===== src/rtl/flash_seq_pkg.sv =====
package flash_seq_pkg;
   localparam int NUM_OPS = 5;

   typedef enum logic [2:0] {
      OP_CHIP   = 3'd0,
      OP_BLOCK  = 3'd1,
      OP_SECTOR = 3'd2,
      OP_PROG   = 3'd3,
      OP_UNPROT = 3'd4
   } op_e;

   typedef enum logic [2:0] {
      ST_IDLE, ST_PSTAT, ST_PWEN, ST_PWRS, ST_WEN, ST_CMD, ST_GAP, ST_POLL
   } step_e;

   localparam logic [7:0] OPC_WREN = 8'h06;
   localparam logic [7:0] OPC_RDSR = 8'h05;
   localparam logic [7:0] OPC_WRSR = 8'h01;
   localparam logic [7:0] OPC_CE   = 8'hC7;
   localparam logic [7:0] OPC_BE   = 8'hD8;
   localparam logic [7:0] OPC_SE   = 8'h20;
   localparam logic [7:0] OPC_PP   = 8'h02;
endpackage


===== src/rtl/flash_seq_cmdfmt.sv =====
module flash_seq_cmdfmt
   import flash_seq_pkg::*;
#(
   parameter logic [7:0] PROT_MASK = 8'h3C
)(
   input  step_e       step,
   input  op_e         op,
   input  logic [23:0] addr,
   input  logic [7:0]  data,
   input  logic [7:0]  stat,
   output logic [2:0]  wcnt,
   output logic [1:0]  rcnt,
   output logic [39:0] wbytes
);
   always_comb begin
      wcnt   = 3'd0;
      rcnt   = 2'd0;
      wbytes = '0;
      case (step)
         ST_PSTAT, ST_POLL: begin
            wcnt = 3'd1; rcnt = 2'd1; wbytes[7:0] = OPC_RDSR;
         end
         ST_PWEN, ST_WEN: begin
            wcnt = 3'd1; wbytes[7:0] = OPC_WREN;
         end
         ST_PWRS: begin
            wcnt = 3'd2; wbytes[15:0] = {stat & ~PROT_MASK, OPC_WRSR};
         end
         ST_CMD: begin
            case (op)
               OP_CHIP: begin
                  wcnt = 3'd1; wbytes[7:0] = OPC_CE;
               end
               OP_BLOCK, OP_SECTOR: begin
                  wcnt = 3'd4;
                  wbytes[31:0] = {addr[7:0], addr[15:8], addr[23:16],
                                  (op == OP_BLOCK) ? OPC_BE : OPC_SE};
               end
               OP_PROG: begin
                  wcnt = 3'd5;
                  wbytes = {data, addr[7:0], addr[15:8], addr[23:16], OPC_PP};
               end
               default: ;
            endcase
         end
         default: ;
      endcase
   end
endmodule


===== src/rtl/flash_seq_pace.sv =====
module flash_seq_pace #(
   parameter int GAP_W = 16,
   parameter int LIM_W = 12
)(
   input  logic             clk,
   input  logic             rst_n,
   input  logic             clear,
   input  logic             load,
   input  logic             poll_ack,
   input  logic [GAP_W-1:0] gap,
   input  logic [LIM_W-1:0] lim,
   output logic             gap_done,
   output logic             exhausted
);
   logic [GAP_W-1:0] gcnt;
   logic [LIM_W-1:0] pcnt;

   always_ff @(posedge clk or negedge rst_n) begin
      if (!rst_n) gcnt <= '0;
      else if (load) gcnt <= gap;
      else if (gcnt != '0) gcnt <= gcnt - 1'b1;
   end

   always_ff @(posedge clk or negedge rst_n) begin
      if (!rst_n) pcnt <= '0;
      else if (clear) pcnt <= '0;
      else if (poll_ack && (pcnt != '1)) pcnt <= pcnt + 1'b1;
   end

   assign gap_done  = (gcnt == '0);
   assign exhausted = (({1'b0, pcnt} + 1'b1) >= {1'b0, lim});
endmodule


===== src/rtl/flash_maint_seq.sv =====
module flash_maint_seq
   import flash_seq_pkg::*;
#(
   parameter int         GAP_W     = 16,
   parameter int         LIM_W     = 12,
   parameter logic [7:0] PROT_MASK = 8'h3C,
   parameter int         WIP_BIT   = 0
)(
   input  logic                       clk,
   input  logic                       rst_n,
   input  logic                       req_valid,
   input  logic [2:0]                 req_op,
   input  logic [23:0]                req_addr,
   input  logic [7:0]                 req_data,
   input  logic [NUM_OPS*GAP_W-1:0]   cfg_gap,
   input  logic [NUM_OPS*LIM_W-1:0]   cfg_lim,
   output logic                       busy,
   output logic                       done,
   output logic                       timeout_err,
   output logic                       xf_req,
   output logic [2:0]                 xf_wcnt,
   output logic [1:0]                 xf_rcnt,
   output logic [39:0]                xf_wdata,
   input  logic                       xf_ack,
   input  logic [7:0]                 xf_rdata
);
   if (GAP_W < 1 || GAP_W > 32) begin : g_bad_gap_w
      $error("GAP_W out of range");
   end
   if (LIM_W < 1 || LIM_W > 32) begin : g_bad_lim_w
      $error("LIM_W out of range");
   end
   if (WIP_BIT < 0 || WIP_BIT > 7) begin : g_bad_wip
      $error("WIP_BIT out of range");
   end else if (PROT_MASK[WIP_BIT]) begin : g_bad_mask
      $error("PROT_MASK overlaps busy bit");
   end

   // per-operation configuration slices
   logic [GAP_W-1:0] gap_tab [NUM_OPS];
   logic [LIM_W-1:0] lim_tab [NUM_OPS];
   for (genvar k = 0; k < NUM_OPS; k++) begin : g_cfg
      assign gap_tab[k] = cfg_gap[k*GAP_W +: GAP_W];
      assign lim_tab[k] = cfg_lim[k*LIM_W +: LIM_W];
   end

   step_e       st, st_nx;
   op_e         op_q;
   logic [23:0] addr_q;
   logic [7:0]  data_q, stat_q;
   logic        accept, fin, tmo_set, load, gap_done, exhausted, poll_ack;
   logic [GAP_W-1:0] gap_sel;
   logic [LIM_W-1:0] lim_sel;

   assign accept   = (st == ST_IDLE) && req_valid && (req_op < 3'(NUM_OPS));
   assign poll_ack = (st == ST_POLL) && xf_ack;
   assign gap_sel  = gap_tab[op_q];
   assign lim_sel  = lim_tab[op_q];
   assign busy     = (st != ST_IDLE);
   assign xf_req   = (st != ST_IDLE) && (st != ST_GAP);

   always_comb begin
      st_nx   = st;
      fin     = 1'b0;
      tmo_set = 1'b0;
      load    = 1'b0;
      case (st)
         ST_IDLE:
            if (accept)
               st_nx = (op_e'(req_op) == OP_CHIP || op_e'(req_op) == OP_UNPROT)
                       ? ST_PSTAT : ST_WEN;
         ST_PSTAT:
            if (xf_ack) begin
               if ((xf_rdata & PROT_MASK) != 8'h00) st_nx = ST_PWEN;
               else if (op_q == OP_UNPROT)          fin   = 1'b1;
               else                                 st_nx = ST_WEN;
            end
         ST_PWEN:
            if (xf_ack) st_nx = ST_PWRS;
         ST_PWRS:
            if (xf_ack) begin
               if (op_q == OP_UNPROT) begin st_nx = ST_GAP; load = 1'b1; end
               else st_nx = ST_WEN;
            end
         ST_WEN:
            if (xf_ack) st_nx = ST_CMD;
         ST_CMD:
            if (xf_ack) begin st_nx = ST_GAP; load = 1'b1; end
         ST_GAP:
            if (gap_done) st_nx = ST_POLL;
         ST_POLL:
            if (xf_ack) begin
               if (!xf_rdata[WIP_BIT]) fin = 1'b1;
               else if (exhausted) begin fin = 1'b1; tmo_set = 1'b1; end
               else begin st_nx = ST_GAP; load = 1'b1; end
            end
         default: st_nx = ST_IDLE;
      endcase
      if (fin) st_nx = ST_IDLE;
   end

   always_ff @(posedge clk or negedge rst_n) begin
      if (!rst_n) begin
         st          <= ST_IDLE;
         op_q        <= OP_CHIP;
         addr_q      <= '0;
         data_q      <= '0;
         stat_q      <= '0;
         done        <= 1'b0;
         timeout_err <= 1'b0;
      end else begin
         st   <= st_nx;
         done <= fin;
         if (accept) begin
            op_q        <= op_e'(req_op);
            addr_q      <= req_addr;
            data_q      <= req_data;
            timeout_err <= 1'b0;
         end else if (tmo_set) begin
            timeout_err <= 1'b1;
         end
         if (st == ST_PSTAT && xf_ack) stat_q <= xf_rdata;
      end
   end

   flash_seq_cmdfmt #(.PROT_MASK(PROT_MASK)) u_fmt (
      .step(st), .op(op_q), .addr(addr_q), .data(data_q), .stat(stat_q),
      .wcnt(xf_wcnt), .rcnt(xf_rcnt), .wbytes(xf_wdata)
   );

   flash_seq_pace #(.GAP_W(GAP_W), .LIM_W(LIM_W)) u_pace (
      .clk(clk), .rst_n(rst_n), .clear(accept), .load(load),
      .poll_ack(poll_ack), .gap(gap_sel), .lim(lim_sel),
      .gap_done(gap_done), .exhausted(exhausted)
   );
endmodule


===== config.mk =====
export PLATFORM = sky130hd
export DESIGN_NAME = flash_maint_seq
export DESIGN_NICKNAME = d
export VERILOG_FILES = /design/src/rtl/flash_seq_pkg.sv /design/src/rtl/flash_seq_cmdfmt.sv /design/src/rtl/flash_seq_pace.sv /design/src/rtl/flash_maint_seq.sv
export SDC_FILE = /design/constraint.sdc
export NUM_CORES = 1
export LEC_CHECK = 0
export ABC_CLOCK_PERIOD_IN_PS = 3900
export BUFFER_PORTS_ARGS = -buffer_cell sky130_fd_sc_hd__buf_2
export CAP_MARGIN = 0
export CORE_MARGIN = 1
export CORE_UTILIZATION = 43
export DETAILED_ROUTE_END_ITERATION = 8
export PLACE_DENSITY = 0.85
export SLEW_MARGIN = 0
export SYNTH_ARGS = -nofsm -noshare
export SYNTH_HDL_FRONTEND = slang
export SYNTH_SLANG_ARGS = --single-unit

===== constraint.sdc =====
create_clock -name clk -period 3.9 [get_ports clk]
set_clock_uncertainty 0.2 [all_clocks]
set_input_delay 0 -clock clk [delete_from_list [all_inputs] [get_ports clk]]
set_output_delay 0 -clock clk [all_outputs]
set_load 0.02 [all_outputs]

* Word-level counts from Yosys, hierarchy flattened *
Cells that the tools add are included.

storage, ports and cells
  memory bits (read-only) = 0
  logic and storage cells = 118
  memory bits (writable) = 0
  register bits = 76
  output and inout bits = 49
  input port bits = 187
  memories = 0
  latch bits = 0

operators by class
  eq/ne operators = 25
  bitwise gates (word level) = 1
  $lt $le $gt $ge = 3
  add/sub/neg operators = 3
  multiplexer cells = 54
  multiply operators = 0
  shifts and indexed selects = 0
  reduce and logical (&&, ||, !) cells = 23
  divide/modulo/power cells = 0

operators by type and width
  cell                                                count
  two-way mux 16 bit                                  4
  binary-select mux 16 bit (select 3 bit)             1
  two-way mux 12 bit                                  4
  two-way mux 24 bit                                  2
  two-way mux 3 bit                                   14
  binary-select mux 12 bit (select 3 bit)             1
  inequality test 3 bit, second input constant        11
  case mux 8 bit (4 select lines)                     1
  case mux 3 bit (8 select lines)                     1
  case mux 8 bit (3 select lines)                     1
  == test 3 bit, second input constant                6
  case mux 3 bit (3 select lines)                     2
  two-way mux 1 bit                                   17
  zero test 16 bit                                    1
  two-way mux 8 bit                                   2
  case mux 8 bit (2 select lines)                     1
  nonzero test 16 bit                                 1
  subtractor 16 x 1 -> 16 bit, second input constant  1
  adder 12 x 1 -> 13 bit, second input constant       1
  greater-or-equal comparator 13 x 12 -> 1 bit        1
  adder 12 x 1 -> 12 bit, second input constant       1
  == test 3 x 2 -> 1 bit, second input constant       4
  inequality test 12 bit, second input constant       1
  AND reduction 11 bit                                1
  other kinds (17)                                    29

* Logic depth before layout (Yosys ltp) *
Gate-level depths: netlist of the first run.

  word-level depth = 11
  gate-level depth with buffers = 13
  gate-level depth less buffers = 12

* Hierarchy *
Synthesis of the first run repeated with hierarchy kept, for this count alone.

second synthesis, totals
  cells, all modules = 671
  area total of the unflattened synthesis = 5689.2 um2

by module, submodules not included
  module            cells an instance  times used  area each (um2)  sequential area each (um2)
  flash_maint_seq   372                1           3130.5           1201.2
  flash_seq_pace    233                1           2023.2           700.7
  flash_seq_cmdfmt  66                 1           535.5            0.0

* Least setup slack after synthesis of the first run *
Ideal clock, no wire load.

  kind = reg-to-reg
  start point = register op_q[0]
  end point = register u_pace.gcnt[10]
  stages on the path, launching flop included = 13
  library setup time = 79 ps
  slack = -297 ps
  period minus slack after synthesis = 4197 ps
  path buffers = 3
  data arrival time = 3918 ps
  data required time = 3621 ps
  cells stage by stage = dfrtp_1 > clkbuf_1 > buf_1 > mux4_2 > a22oi_1 > ha_1 > a211oi_1 > o211ai_1 > a221o_1 > nor3_1 > o2bb2ai_1 > buf_2 > mux2i_1

between the ends
  longest elaborated chain between the ends = 10
  elaborated cells on any way between the ends = 17
  classes of those cells = order compare: 1; eq/ne: 1; mux: 13; bitwise: 1; reduce/logical: 1

RTL lines
  element                                                          RTL line                                      RTL
  start: declaration                                               flash_maint_seq.sv:48                         op_e op_q;
  start signal: assignment                                         flash_maint_seq.sv:115                        op_q <= op_e'(req_op);
  inverter 3 -> 4 bit (implied by the code)                        flash_maint_seq.sv:57, flash_maint_seq.sv:58
  binary-select mux 12 bit (select 3 bit)                          flash_maint_seq.sv:58                         assign lim_sel = lim_tab[op_q];
  two-way mux 12 bit (implied by the code) (2 in series)           flash_maint_seq.sv:58
  greater-or-equal comparator 13 x 12 -> 1 bit                     flash_seq_pace.sv:31                          assign exhausted = (({1'b0, pcnt} + 1'b1) >= {1'b0, lim});
  two-way mux 1 bit                                                flash_maint_seq.sv:94                         else if (exhausted) begin fin = 1'b1; tmo_set = 1'b1; end
  two-way mux 1 bit                                                flash_maint_seq.sv:93                         if (!xf_rdata[WIP_BIT]) fin = 1'b1;
  two-way mux 1 bit                                                flash_maint_seq.sv:92                         if (xf_ack) begin
  case mux 1 bit (3 select lines)                                  flash_maint_seq.sv:67                         case (st)
  two-way mux 16 bit / nonzero test 2 bit (equally long branches)  -
  end signal: assignment                                           flash_seq_pace.sv:20                          else if (load) gcnt <= gap;
  end signal: assignment                                           flash_seq_pace.sv:21                          else if (gcnt != '0) gcnt <= gcnt - 1'b1;
  end: declaration                                                 flash_seq_pace.sv:15                          logic [GAP_W-1:0] gcnt;

Parallel ways exist; a longest one is shown, timed or not. The select of a mux whose other input is x is not followed.
A chain may end at the register's enable or synchronous reset.

* Worst setup path in the final report of the first run *
  start point = register op_q[0]
  end point = register u_pace.gcnt[5]

Same word-level chain as after synthesis.

==> impl_metrics.tcl, run 1 <==
set metrics [dict create \
    outcome "complete, but fails checks" \
    violations "hold timing" \
    drt-vias-per-instance 5.59 \
    worst_path_most_repeated_cell "buf_4" \
    sinks_on_clock_net 72 \
    worst-slew-pin-transition_ns 0.924 \
    ant_nets 0 \
    final-max-slew-violation-count 0 \
    clock_latency_ns 0.33 \
    worst_ep_arrival_time_ns 3.59 \
    fin_nets 948 \
    final_design_area_no_fill_um2 7170 \
    timing.hold.ws_ns -0.00366 \
    area_growth_pct 44.3 \
    hold_path_class "in2reg" \
    grt_overflow_total 0 \
    grt_pass1_wl_um 25600 \
    setup_crit_path_kind "reg2reg" \
    asyncSetResetFlopFracSynth 1.00 \
    grt_setup_unrepaired "no" \
    first_global_vias 5250 \
    placed_cell_area_um2 6260 \
    final_setup_violation_count 0 \
    endpoint_kind "flop" \
    hold_viol_final 1 \
    ys_dominant_reg_cell "dfrtp_1" \
    netSwitchingPower_mw 1.68 \
    total_power_mw 4.31 \
    critPathMaxStageDelay_ns 0.56 \
    antennaDiodeCount 0 \
    fin_ws_ns 0.363 \
    place_hpwl_um 11300 \
    starting_density_of_the_core 0.450 \
    netlist_area_um2 4970 \
    fin_crit_ns 3.54 \
    synth_warn 0 \
    floorplan.rows 38 \
    boundaryPins 236 \
    drt-pass1-iter-count 5 \
    placement.setup.worst_slack_ns 0.205 \
    ffs_latches_synth 72 \
    synthesis.area_per_instance_um2 10.7 \
    drt-wirelength-per-cell_um 18.2 \
    synth_cells 466 \
    cell_with_the_largest_stage_delay_on_the_worst_path "dfrtp_4" \
    most-common-layout-cells "buf_2, dfrtp_1, dlygate4sd3_1" \
    crit_required_ns 3.95 \
    core-area_um2 11000 \
    leakagePower_nw 3.47 \
    clock-root-buffer "clkbuf_16" \
    route.final.wire_length_um 16200 \
    cap_violations 0 \
    design.die.area_um2 12000 \
    crit_fanout 15 \
    synth-edff-count 0 \
    post_synth_num_cell_types 48 \
    max_slew_margin_vs_limit 0.384 \
    finalWeightedCongestion 0.830 \
    power.share.switching 0.390 \
    dieWidth_um 109 \
    track_usage 0.281 \
    y_dimension_of_the_die_um 109 \
    drtIter0Drc 506 \
    seq_power_share 0.321 \
    cts_htree_levels 3 \
    port-buffer-count 234 \
    post_route_cells_drive_above_1_share 0.454 \
    power.clock.fraction 0.179 \
    vdd_drop_max_v 0.000443 \
    worstPathCellList "buf_4 -> mux4_2 -> a22oi_1 -> ha_1 -> o21ai_0 -> a211oi_1 -> a221o_1 -> nor3_1 -> buf_4 -> o2bb2ai_2 -> buf_6 -> mux2i_1" \
    ys_seq_area_frac 0.363 \
    timing.final.crit_share 0.907 \
    power.share.combinational 0.500 \
    setup_total_negative_slack_ns 0 \
    num_vias 4981 \
    clkTransAtPathRegs_ns 0.06 \
    synth.net_count 667 \
    cell_internal_pwr_mw 2.63 \
    antenna_found_initial 0 \
    mostFrequentLayoutCell "buf_2" \
    cts_tree "built" \
    power_density_nw_per_um2 602 \
    cts_made_buffers 9 \
    clock_tree.buffer_depth 2 \
    critPathLaunchType "flop" \
    grt_start_max_net_pins 73 \
    drc 0 \
    fmax_mhz 283 \
]
## worst max-delay path: cells and delay by family (launching register included)
kind | cells | cell delay (ns)
AOI/OAI and AO/OA | 5 | 0.86
muxes | 2 | 0.74
DFF | 1 | 0.56
adders and majority gates | 1 | 0.25
and+or+nand+nor | 1 | 0.17
buffers and inverters | 3 | 0.66
## stage by stage
step / cells / util / hold WS (ns)
after floorplan: 466 / - / -0.496
after global placement: 815 / 0.568 / -0.0242
after detailed placement: 815 / 0.568 / -0.00488
after CTS: 891 / 0.649 / 0.00144
after global routing: 891 / 0.650 / 0.0388
final: 891 / 0.650 / -0.00366
## sequential cells by signal (all words and copies together), names as in the netlist
| register | count |
|---|---|
| u_pace.pcnt | 12 |
| done | 1 |
| u_pace.gcnt | 16 |
| addr_q | 24 |
| timeout_err | 1 |
| stat_q | 4 |
| st | 3 |
| data_q | 8 |
| op_q | 3 |
## power by group through the flow
stage / Sequential, mW / Clock (mW) / Combinational [mW]
floorplan: 1.22 / 0 / 1.59
global placement: 1.34 / 0 / 1.96
detailed placement: 1.37 / 0 / 2.05
CTS: 1.36 / 0.782 / 2.14
global route: 1.44 / 0.813 / 2.37
finish: 1.38 / 0.770 / 2.16
## cell families (layout without fill, tap and decap cells)
kind of cell | count (synthesis) | count (layout) | share of synthesized area
AOI/OAI and AO/OA | 83 | 83 | 0.113
adders and majority gates | 14 | 14 | 0.0353
xor gates and xnor gates | 22 | 22 | 0.0388
buffers and inverters | 45 | 330 | 0.0383
DFF | 72 | 72 | 0.363
and+or+nand+nor | 143 | 143 | 0.157
muxes | 86 | 86 | 0.254
other | 1 | 1 | 0.000755
## area by class of cell
cell class | count | area (um2)
Clock inverter | 4 | 28.8
Timing Repair Buffer | 306 | 1870
Fill cell | 844 | 3860
Sequential cell | 72 | 1810
Multi-Input combinational cell | 349 | 3000
Clock buffer | 11 | 253
Tap cell | 140 | 175
Inverter | 9 | 33.8
## routing by layer
| metal | GRT usage | share of wire | wire [um] | up-vias |
|---|---|---|---|---|
| met5 | 0 | 0 | 0 | - |
| met4 | 0.111 | 0.029 | 467 | 0 |
| met3 | 0.0759 | 0.095 | 1550 | 40 |
| met2 | 0.478 | 0.49 | 7920 | 271 |
| met1 | 0.338 | 0.39 | 6310 | 2378 |
| li1 | - | - | - | 2292 |
## cell usage after synthesis (2+ instances only)
cell / instances / area share
xor2_1: 10 / 0.018
a21o_1: 2 / 0.0030
nor2b_1: 11 / 0.014
nand2_1: 26 / 0.020
and3_1: 2 / 0.0025
mux4_2: 28 / 0.13
buf_1: 6 / 0.0045
nor3_1: 7 / 0.0071
dfrtp_1: 72 / 0.36
nor2_1: 21 / 0.016
nand2b_1: 5 / 0.0063
nand3_1: 14 / 0.014
xnor2_1: 12 / 0.021
a22oi_1: 29 / 0.044
clkbuf_1: 24 / 0.018
o31ai_1: 5 / 0.0076
nand4_1: 5 / 0.0063
and2_1: 32 / 0.040
buf_2: 2 / 0.0020
buf_4: 3 / 0.0045
nor3b_1: 4 / 0.0060
inv_1: 8 / 0.0060
a21oi_1: 8 / 0.0081
ha_1: 14 / 0.035
mux2_2: 41 / 0.093
a22o_1: 3 / 0.0053
a211oi_1: 3 / 0.0045
or4_4: 3 / 0.0068
a31oi_1: 3 / 0.0038
nor4_1: 2 / 0.0025
or2_2: 2 / 0.0025
or3_1: 3 / 0.0038
mux2i_1: 17 / 0.034
and2_0: 2 / 0.0025
or4_1: 3 / 0.0045
o41ai_1: 2 / 0.0035
o21ai_0: 21 / 0.021
## final timing paths
| path | cells after the start | from | slack (ns) | end |
|---|---|---|---|---|
| max | 12 | op_q[0] | 0.36 | u_pace.gcnt[5] |
| min | 4 | cfg_gap[32] | -0.004 | u_pace.gcnt[0] |
| max reg2reg | 12 | op_q[0] | 0.36 | u_pace.gcnt[5] |
| min reg2reg | 1 | timeout_err | 0.29 | timeout_err |
| max in group asynchronous | 2 | rst_n | 2.65 | op_q[0] |
| min in group asynchronous | 2 | rst_n | 0.16 | data_q[5] |
## timing repair
action / CTS / global route
endpoints found under the setup margin: 0 / 15
gates resized for setup: 0 / 3
buffers inserted: 0 / 0
hold buffers: 61 / 0
hold endpoints to repair: 131 / 0
Power figures use the tool's default switching activity.
==> inputs of run 2 (changes only) <==
Settings changed: REMOVE_ABC_BUFFERS set to 1.
==> run 2 against run 1 <==
Compared with the run above:
- the flow now finishes without violations
- clock-buffer cell count shrank 1
- combinational power about the same
- first-iteration DRC count is 33% lower
- setup slack worse by 0.046 ns
- die area stayed put
- wire length is 3.3% higher
- maximum frequency is 1.3% lower
- sequential cell count is the same
- hold slack improved by 0.014 ns
- design area is essentially flat
- core utilization hardly changed
- clock power rose by 2%
- largest power group unchanged
- highest routed layer is now met5
==> impl_metrics.tcl, run 2 (synthesized netlist as in run 1, its figures left out) <==
set metrics [dict create \
    outcome "finished clean" \
    power_density_nw_per_um2 604 \
    crit_required_ns 3.95 \
    setup_crit_path_kind "reg2reg" \
    drt-vias-per-instance 5.61 \
    first_global_vias 5353 \
    fin_ws_ns 0.317 \
    hold_viol_final 0 \
    final_setup_violation_count 0 \
    mostFrequentLayoutCell "buf_2" \
    grt_start_max_net_pins 73 \
    ant_nets 0 \
    setup_total_negative_slack_ns 0 \
    placement.setup.worst_slack_ns 0.171 \
    y_dimension_of_the_die_um 109 \
    endpoint_kind "flop" \
    drt-wirelength-per-cell_um 18.7 \
    area_growth_pct 44.3 \
    worst-slew-pin-transition_ns 0.922 \
    drc 0 \
    clock-root-buffer "clkbuf_16" \
    sinks_on_clock_net 72 \
    cap_violations 0 \
    largestRegisters "addr_q x24, u_pace.gcnt x16, u_pace.pcnt x12" \
    clkTransAtPathRegs_ns 0.06 \
    finalWeightedCongestion 0.865 \
    drtIter0Drc 337 \
    starting_density_of_the_core 0.450 \
    final-max-slew-violation-count 0 \
    timing.final.crit_share 0.919 \
    cts_made_buffers 9 \
    post_route_cells_drive_above_1_share 0.453 \
    track_usage 0.285 \
    floorplan.rows 38 \
    fin_crit_ns 3.58 \
    grt_overflow_total 0 \
    drt-pass1-iter-count 5 \
    num_vias 5018 \
    route.final.wire_length_um 16800 \
    most-common-layout-cells "buf_2, dfrtp_1, dlygate4sd3_1" \
    hold_path_depth 4 \
    port-buffer-count 234 \
    largest-register "addr_q" \
    core-area_um2 11000 \
    cts_tree "built" \
    timing.reg2reg.setup_slack_ns 0.32 \
    antenna_found_initial 5 \
    crit_fanout 15 \
    worst-r2r-cell-count 12 \
    critPathLaunchType "flop" \
    grt_pass1_wl_um 25600 \
    vdd_drop_max_v 0.000372 \
    worst_ep_arrival_time_ns 3.63 \
    max_ffs_per_register 24 \
    grt_setup_unrepaired "no" \
    max_slew_margin_vs_limit 0.386 \
    cts_setup_buffers 0 \
    clock_latency_ns 0.33 \
    place_hpwl_um 12000 \
    cts_htree_levels 3 \
    clock_tree.buffer_depth 2 \
    design.die.area_um2 12000 \
    fmax_mhz 279 \
    leakagePower_nw 3.47 \
    hold_path_class "in2reg" \
    dieWidth_um 109 \
    fin_nets 947 \
    boundaryPins 236 \
]
[run 2: changes by cell type in the layout (fill, tap and decap cells not counted), sizes merged]
| cell | before | now |
|---|---|---|
| diode | 0 | 4 |
| buf | 245 | 244 |
| clkbuf | 11 | 10 |
| clkinv | 1 | 2 |
| inv | 10 | 11 |
[run 2: path summary, 6_finish.rpt]
| check | start | end |
|---|---|---|
| max | op_q[1] | u_pace.gcnt[0] |
| min | cfg_gap[30] | u_pace.gcnt[14] |
| max reg2reg | op_q[1] | u_pace.gcnt[0] |
| min reg2reg | addr_q[19] | addr_q[19] |
| max in group asynchronous | rst_n | op_q[0] |
| min in group asynchronous | rst_n | data_q[4] |
[run 2: cell type report]
class                      instances  area, um2
fill                             840       3860
multi-input combinational        349       3000
timing repair buffer             305       1870
sequential                        72       1800
clock buffer                      10        239
tap                              140        175
clock inverter                     6       42.5
inverter                           9       33.8
antenna                            4       10.0
[run 2: metal layers]
layer | global-route usage | vias up | share of wire
li1 | - | 2289 | -
met1 | 0.323 | 2413 | 0.38
met2 | 0.496 | 271 | 0.51
met3 | 0.0919 | 39 | 0.089
met4 | 0.114 | 6 | 0.023
met5 | 0 | - | 0.0024
[run 2: metrics by stage]
stage / hold WS [ns] / power, mW / cells / util / cell area, um2
2_1_floorplan: -0.496 / 2.76 / 430 / - / 4810
3_3_place_gp: -0.0243 / 3.29 / 814 / 0.567 / 6250
3_5_place_dp: -0.00791 / 3.44 / 814 / 0.567 / 6250
4_1_cts: 0.00454 / 4.32 / 891 / 0.648 / 7140
5_1_grt: 0.0201 / 4.63 / 892 / 0.649 / 7160
6_report: 0.0104 / 4.33 / 895 / 0.650 / 7170
[run 2: timing repair]
| action | 4_1_cts | 5_1_grt |
|---|---|---|
| resized for setup | 0 | 3 |
| hold buffers | 61 | 0 |
| endpoints found under the hold margin | 135 | 0 |
| setup endpoints to repair | 0 | 8 |
[run 2: power by group]
| part | switching, mW | internal [mW] |
|---|---|---|
| registers | 0.307 | 1.06 |
| logic | 1.08 | 1.09 |
| clock network | 0.335 | 0.450 |
| total | 1.72 | 2.61 |
[run 2: worst max-delay path, stage by stage, from the launching register on]
cell,delay [ns]
dfrtp_1,0.57
buf_4,0.25
mux4_2,0.31
a22oi_1,0.15
ha_1,0.27
a211oi_1,0.28
o211ai_1,0.16
a221o_1,0.38
nor3_1,0.18
buf_4,0.15
o2bb2ai_2,0.13
buf_6,0.24
mux2i_1,0.22
